`src/rtl/ftsram_pkg.sv`:
```
package ftsram_pkg;
    localparam int LANES    = 4;
    localparam int LANE_DW  = 8;
    localparam int LANE_W   = LANE_DW + 1;
    localparam int WORD_W   = LANES * LANE_W;
    localparam int WAKE_CYC = 3;
    localparam int WAKE_W   = $clog2(WAKE_CYC + 1);

    typedef logic [LANES-1:0] lane_mask_t;
endpackage

```
`src/rtl/ftsram_ctrl.sv`:
```
module ftsram_ctrl
    import ftsram_pkg::*;
#(
    parameter int ADDR_W = 4
) (
    input  logic              clk,
    input  logic              rst_n,
    input  logic [ADDR_W-1:0] addr,
    input  logic              sel0_n,
    input  logic              sel1,
    input  logic              sel2_n,
    input  logic              bwe_n,
    input  lane_mask_t        lane_we_n,
    input  logic              gw_n,
    input  logic              sleep,
    output lane_mask_t        lane_wr,
    output logic [ADDR_W-1:0] raddr_q,
    output logic              rvalid_q
);
    typedef struct packed {
        logic [ADDR_W-1:0] raddr;
        logic              rvalid;
        logic [WAKE_W-1:0] wake;
    } ctrl_t;

    ctrl_t      st_d, st_q;
    logic       selected, awake, take;
    lane_mask_t mask;

    always_comb begin
        selected = !sel0_n && sel1 && !sel2_n;
        awake    = !sleep && (st_q.wake == '0);
        take     = selected && awake;
        if (!gw_n)      mask = '1;
        else if (!bwe_n) mask = ~lane_we_n;
        else            mask = '0;
        lane_wr = take ? mask : '0;

        st_d        = st_q;
        st_d.rvalid = take && (mask == '0);
        if (take) st_d.raddr = addr;
        if (sleep)                st_d.wake = WAKE_W'(WAKE_CYC);
        else if (st_q.wake != '0) st_d.wake = st_q.wake - 1'b1;
    end

    always_ff @(posedge clk or negedge rst_n) begin
        if (!rst_n) st_q <= '0;
        else        st_q <= st_d;
    end

    assign raddr_q  = st_q.raddr;
    assign rvalid_q = st_q.rvalid;

    AST_WRITE_NO_VALID: assert property (@(posedge clk) disable iff (!rst_n)
        (lane_wr != '0) |=> !rvalid_q);
    AST_DESELECT_IDLE: assert property (@(posedge clk) disable iff (!rst_n)
        !(!sel0_n && sel1 && !sel2_n) |=> !rvalid_q);
    AST_SLEEP_IDLE: assert property (@(posedge clk) disable iff (!rst_n)
        sleep |=> !rvalid_q);
    AST_WAKE_NO_WRITE: assert property (@(posedge clk) disable iff (!rst_n)
        (st_q.wake != '0) |-> (lane_wr == '0));
    AST_GLOBAL_ALL_LANES: assert property (@(posedge clk) disable iff (!rst_n)
        (!gw_n && lane_wr != '0) |-> (lane_wr == '1));
endmodule

```
`src/rtl/ftsram_lane.sv`:
```
module ftsram_lane
    import ftsram_pkg::*;
#(
    parameter int ADDR_W = 4
) (
    input  logic              clk,
    input  logic              we,
    input  logic [ADDR_W-1:0] waddr,
    input  logic [LANE_W-1:0] wdat,
    input  logic [ADDR_W-1:0] raddr,
    output logic [LANE_W-1:0] rdat
);
    localparam int DEPTH = 1 << ADDR_W;

    logic [LANE_W-1:0] mem_q [DEPTH];

    always_ff @(posedge clk) begin
        if (we) mem_q[waddr] <= wdat;
    end

    assign rdat = mem_q[raddr];
endmodule

```
`src/rtl/ftsram_top.sv`:
```
module ftsram_top
    import ftsram_pkg::*;
#(
    parameter int ADDR_W = 4
) (
    input  logic              clk,
    input  logic              rst_n,
    input  logic [ADDR_W-1:0] addr,
    input  logic              sel0_n,
    input  logic              sel1,
    input  logic              sel2_n,
    input  logic              bwe_n,
    input  logic [3:0]        lane_we_n,
    input  logic              gw_n,
    input  logic [35:0]       wr_data,
    input  logic              oe_n,
    input  logic              sleep,
    output logic [35:0]       rd_data,
    output logic              rd_valid
);
    lane_mask_t        lane_wr;
    logic [ADDR_W-1:0] raddr_q;
    logic              rvalid_q;
    logic [WORD_W-1:0] word;

    ftsram_ctrl #(.ADDR_W(ADDR_W)) ctrl_i (
        .clk(clk), .rst_n(rst_n), .addr(addr),
        .sel0_n(sel0_n), .sel1(sel1), .sel2_n(sel2_n),
        .bwe_n(bwe_n), .lane_we_n(lane_we_n), .gw_n(gw_n), .sleep(sleep),
        .lane_wr(lane_wr), .raddr_q(raddr_q), .rvalid_q(rvalid_q)
    );

    for (genvar g = 0; g < LANES; g++) begin : g_lane
        logic [LANE_W-1:0] lin, lout;
        assign lin = {wr_data[LANES*LANE_DW+g], wr_data[g*LANE_DW +: LANE_DW]};
        ftsram_lane #(.ADDR_W(ADDR_W)) lane_i (
            .clk(clk), .we(lane_wr[g]), .waddr(addr), .wdat(lin),
            .raddr(raddr_q), .rdat(lout)
        );
        assign word[g*LANE_DW +: LANE_DW]  = lout[LANE_DW-1:0];
        assign word[LANES*LANE_DW+g]       = lout[LANE_DW];
    end

    assign rd_valid = rvalid_q;
    assign rd_data  = (!oe_n && rvalid_q) ? word : '0;

    AST_OE_QUIET: assert property (@(posedge clk) disable iff (!rst_n)
        oe_n |-> (rd_data == '0));
endmodule

```
`config.mk`:
```
export PLATFORM = sky130hd
export DESIGN_NAME = ftsram_top
export DESIGN_NICKNAME = d
export VERILOG_FILES = /design/src/rtl/ftsram_pkg.sv /design/src/rtl/ftsram_ctrl.sv /design/src/rtl/ftsram_lane.sv /design/src/rtl/ftsram_top.sv
export SDC_FILE = /design/constraint.sdc
export NUM_CORES = 1
export LEC_CHECK = 0
export BUFFER_PORTS_ARGS = -buffer_cell sky130_fd_sc_hd__buf_2
export CAP_MARGIN = 20
export CORE_ASPECT_RATIO = 0.75
export CORE_MARGIN = 5
export CORE_UTILIZATION = 40
export CTS_CLUSTER_DIAMETER = 50
export DETAILED_ROUTE_END_ITERATION = 8
export PLACE_DENSITY_LB_ADDON = 0.05
export SLEW_MARGIN = 30
export SYNTH_ARGS = -nofsm -noshare
export SYNTH_HDL_FRONTEND = slang
export SYNTH_SLANG_ARGS = --single-unit
```
`constraint.sdc`:
```
create_clock -name clk -period 2.6 [get_ports clk]
set_clock_uncertainty 0.2 [all_clocks]
set_input_delay 0.26 -clock clk [delete_from_list [all_inputs] [get_ports clk]]
set_output_delay 0.26 -clock clk [all_outputs]
set_load 0.05 [all_outputs]
```
Word level (Yosys, flattened, before mapping)
Memory sizes are Yosys's and may differ from the RTL's.
Index checks and enable logic that the tools add are counted.

word-level totals
  bits in latches = 0
  output and inout bits = 37
  memory bits (writable) = 576
  word-level logic and storage cells = 37
  flip-flop bits (word level) = 7
  ROM bits = 0
  memories = 4

cells by class
  equality and inequality tests = 0
  div/mod/pow operators = 0
  add/sub/neg operators = 1
  reduce and logical (&&, ||, !) cells = 14
  $mul = 0
  mux-type cells = 14
  magnitude comparators = 0
  shift-type cells = 0
  bitwise gates (word level) = 1

memory list
  memory                  words  width  rd ports  clocked after Yosys merged registers in  wr ports  RTL line           source
  g_lane[0].lane_i.mem_q  16     9      1         0                                        1         ftsram_lane.sv:15  logic [LANE_W-1:0] mem_q [DEPTH];
  g_lane[1].lane_i.mem_q  16     9      1         0                                        1         ftsram_lane.sv:15
  g_lane[2].lane_i.mem_q  16     9      1         0                                        1         ftsram_lane.sv:15
  g_lane[3].lane_i.mem_q  16     9      1         0                                        1         ftsram_lane.sv:15

operator list
  kind                   number
  $mux W36               1
  $mux W4                3
  $mux W1                8
  $logic_and A1 B1 Y1    6
  $logic_not A1 Y1       4
  $logic_not A4 Y1       1
  $mux W2                2
  $not A4 Y4             1
  $reduce_bool A2 Y1     2
  $logic_not A2 Y1       1
  $sub A2 B1 Y2 const B  1

Longest topological paths before layout
  depth in word-level cells = 7
  depth in mapped cells = 7
  mapped depth without buffers = 5

By module
From an unflattened synthesis, not the netlist that was laid out.

second synthesis, totals
  cells, all modules = 1056
  area total of the unflattened synthesis = 23209.8 sq um

by module, submodules not included
  module       cells an instance  area an instance (sq um)  instances
  ftsram_lane  245                5600.4                    4
  ftsram_ctrl  34                 417.9                     1
  ftsram_top   42                 390.4                     1

Least setup slack after synthesis
OpenSTA, ideal clock, no wires.

  kind = register -> output
  start = register ctrl_i.st_q, in the netlist ctrl_i.rvalid_q
  end = output port rd_data[14]
  cell stages (with the launch flop) = 5
  path slack = 102 ps
  arrival = 2038 ps
  cell sequence = dfrtp_1 -> or3b_1 -> buf_2 -> buf_2 -> o21ai_1

between the ends
  longest elaborated chain between the ends = 2

RTL lines
  what                    RTL line           source
  from (decl)             ftsram_ctrl.sv:26  ctrl_t st_d, st_q;
  from (signal assigned)  ftsram_ctrl.sv:48  else st_q <= st_d;
  $logic_and A1 B1 Y1     ftsram_top.sv:45   assign rd_data = (!oe_n && rvalid_q) ? word : '0;
  $mux W36                ftsram_top.sv:45
  to (decl)               ftsram_top.sv:18   output logic [35:0] rd_data,

Every way passes these cells.

Worst setup path in the final report
  start = register ctrl_i.st_q, in the netlist ctrl_i.raddr_q[0]
  end = output port rd_data[19]

between the ends
  longest elaborated chain between the ends = 2

RTL lines
  what            RTL line
  $mem_v2 Z16 W9  -
  $mux W36        ftsram_top.sv:45

Every way passes these cells.

==> impl_metrics.ini <==
[final_layout]
n_antenna_cell = 0
fillers = 4738
drive_gt1_share_pct = 29.7
fin_util_pct = 50.7
area_growth_pct = 26.4
stdcell_area_um2 = 28900
nets = 1605

[global_routing]
gr-usage-met3_pct = 3.02
antenna_found_initial = 2
grt.total_usage_pct = 19.0
overflow = 0
busiest_layer = met1
grt_first_pass_wirelength_um = 86400
first_global_vias = 12500
grt_max_degree = 37
grt_util_met1_pct = 29.4
gr-usage-met2_pct = 28.5

[detailed_routing]
wl_per_cell_um = 25.5
wl_um = 59700
ant_nets = 0
firstDrtPassIters = 5
drc_errors = 0
vias = 12400
via_per_inst = 5.30
drt_iter0_drc = 830

[power]
peakVddDrop_uv = 497
leakage_nw = 9.46
power_density_nw_per_um2 = 738

[timing]
report.final.slew_viol_count = 0
tightest_slew_ps = 538
setup_violations = 36
finalCritPeriodShare_pct = 113
fin_ws_ps = -334
timing.final.crit_period_ps = 2930
max_slew_margin_pct = 64.1
hold_violations = 0
max_freq_ghz = 0.341
rsz0062_at_grt = true
holdWs_ps = 214

[synthesis]
synth_top_area_share_pct = 75.6
yosysTopAreaCell = edfxtp_1
ys_warn_count = 0
synth_area_um2 = 22900
synth.distinct_cells = 35
synthCells = 1243
synth.net_count = 1297
ys_seq_area_share_pct = 76.3
synth_top_cells_by_area = edfxtp_1, mux2i_1, mux4_2
ys_ff_latch = 583
synth_area_per_cell_um2 = 18.4

[worst_hold_path]
min_path_type = in2reg

[cts]
cts_buffer_depth = 3
cts_buffers = 58
clock-sinks = 583
h-tree-depth = 2
clk_latency_ps = 610
cts_tree = yes
root_buffer = clkbuf_16
clk_pin_slew_ps = 60

[status]
violations = negative setup slack
outcome = complete, but fails checks

[placement]
gp_congestion = 0.748
place_hpwl_um = 35000
placed_cell_area_um2 = 25300
numPortBuffers = 89

[worst_setup_path]
cp_cell_sequence = buf_12 > buf_12 > buf_12 > mux4_2 > o211ai_1 > o21ai_1 > buf_6
critPathMaxFanout = 5
crit_required_ps = 2140
critPathArrivalTime_ps = 2470
worstSetupPathType = reg2out
worst_path_largest_cell_delay_ps = 520
cp-end-kind = primary output
critPathBufInv = 4
path_delay_family = buffers and inverters
start_kind = flip-flop
crit_slowest_cell = dfrtp_4
crit_top_cell = buf_12

[floorplanning]
num_rows = 76
start_util_pct = 40.1
die_h_um = 217
io_pins = 90
die_w_um = 286
die-area_um2 = 62200
core_area_um2 = 57100

[run]
max_cap_violations = 0
## final timing paths
path | endpoint | slack (ps) | cells past startpoint | startpoint
min | ctrl_i.raddr_q[3] | 210 | 4 | sel0_n
max | rd_data[19] | -330 | 7 | ctrl_i.raddr_q[0]
min reg2reg | ctrl_i.st_q[0] | 320 | 2 | ctrl_i.st_q[0]
min in group asynchronous | ctrl_i.st_q[0] | 460 | 3 | rst_n
max in group asynchronous | ctrl_i.raddr_q[0] | 1370 | 3 | rst_n
max reg2reg | g_lane[1].lane_i.mem_q[15][5] | 330 | 7 | ctrl_i.st_q[0]
## sequential cells by signal (all words and copies together) (netlist names)
register,count
ctrl_i.st_q,2
g_lane.lane_i.mem_q,576
ctrl_i.raddr_q,4
ctrl_i.rvalid_q,1
## cell usage after synthesis
library cell,number
clkbuf_2,4
and2_1,1
nand3_1,37
inv_1,3
ha_1,1
nor2_1,67
a41o_1,1
or3b_1,1
o21ai_0,4
o221ai_1,30
nor2_4,1
dfrtp_1,7
a21oi_1,31
a22oi_1,77
and2b_1,1
and3_1,1
and3b_1,1
mux2_2,34
or2_2,2
and4b_1,1
buf_4,12
edfxtp_1,576
nand2b_1,1
nand2_1,51
mux2i_1,187
nand4_1,1
o211ai_1,6
clkbuf_1,20
buf_2,16
buf_1,3
o21ai_1,5
mux4_2,36
buf_6,18
xor2_1,1
nor2b_1,5
## what timing repair did
item                                    in CTS  in global routing
cloned                                       7                  4
setup buffers                               24                 24
pin swaps                                   38                 27
resized for setup                          133                 47
endpoints found under the hold margin      590                  0
endpoints found under the setup margin      36                 36
hold buffers                                45                  0
## logic make-up (layout without fill, tap and decap cells)
kind of cell	count (synthesis)	after routing	share of synthesized area, %
compound gates	154	154	4.79
xor+xnor	1	1	0.0383
fa+ha+maj	1	1	0.0547
buf+inv	76	428	2.14
flops	583	583	76.3
mux	257	257	13.4
simple gates	171	172	3.25
## final cells by class
class,count,area [um^2],share of cell area [%]
Clock buffer,73,1570,5.43
Timing Repair Buffer,320,3570,12.3
Multi-Input combinational cell,585,5180,17.9
Sequential cell,583,17500,60.4
Inverter,3,11.3,0.0389
Clock inverter,32,200,0.692
Tap cell,741,927,3.20
## routing by layer
layer	wire (um)	share of wire, %	vias to the layer above
li1	-	-	5618
met1	29500	49	6424
met2	26700	45	267
met3	2500	4.2	68
met4	968	1.6	4
met5	14	0.023	-
## per-stage QoR
stage / instances / setup TNS (ps) / setup WS (ps) / power, mW
floorplan: 1243 / 0 / 102 / 12.1
global placement: 2128 / 0 / 87.2 / 12.9
detailed placement: 2128 / 0 / 55.6 / 12.9
CTS: 2309 / -11520 / -374 / 21.3
global route: 2337 / -12730 / -406 / 22.2
finish: 2337 / -9220 / -334 / 21.4
## worst register-to-register path: stages (launching register included)
cell	delay [ps]
dfrtp_1	380
inv_1	60
ha_1	210
and4b_1	340
nand2_1	100
buf_4	210
nor2_1	220
buf_4	230
## where the power goes
part / leakage [nW] / switching (mW) / total (mW) / internal (mW)
Sequential: 5.26 / 0.0374 / 10.4 / 10.3
Combinational: 3.33 / 1.61 / 3.11 / 1.49
Clock: 0.868 / 3.43 / 7.88 / 4.44
Total: 9.46 / 5.08 / 21.4 / 16.3
## layout by cell type (no fill, tap or decap), drive strengths merged
master and instances:
buf 269, bufbuf 2, and2b 1, nand2b 1, dfrtp 7, and4b 1
a21oi 31, ha 1, bufinv 2, mux2 34, a41o 1, o21ai 9
o211ai 6, xor2 1, nor2 69, clkbuf 77, and3 1, edfxtp 576
and3b 1, clkinv 27, o221ai 30, nand4 1, or2 2, inv 5
nand3 37, nor2b 5, mux2i 187, or3b 1, and2 1, nand2 51
mux4 36, a22oi 77, dlygate4sd3 45, clkinvlp 1
Note: power is estimated with default switching activity, not from simulation.
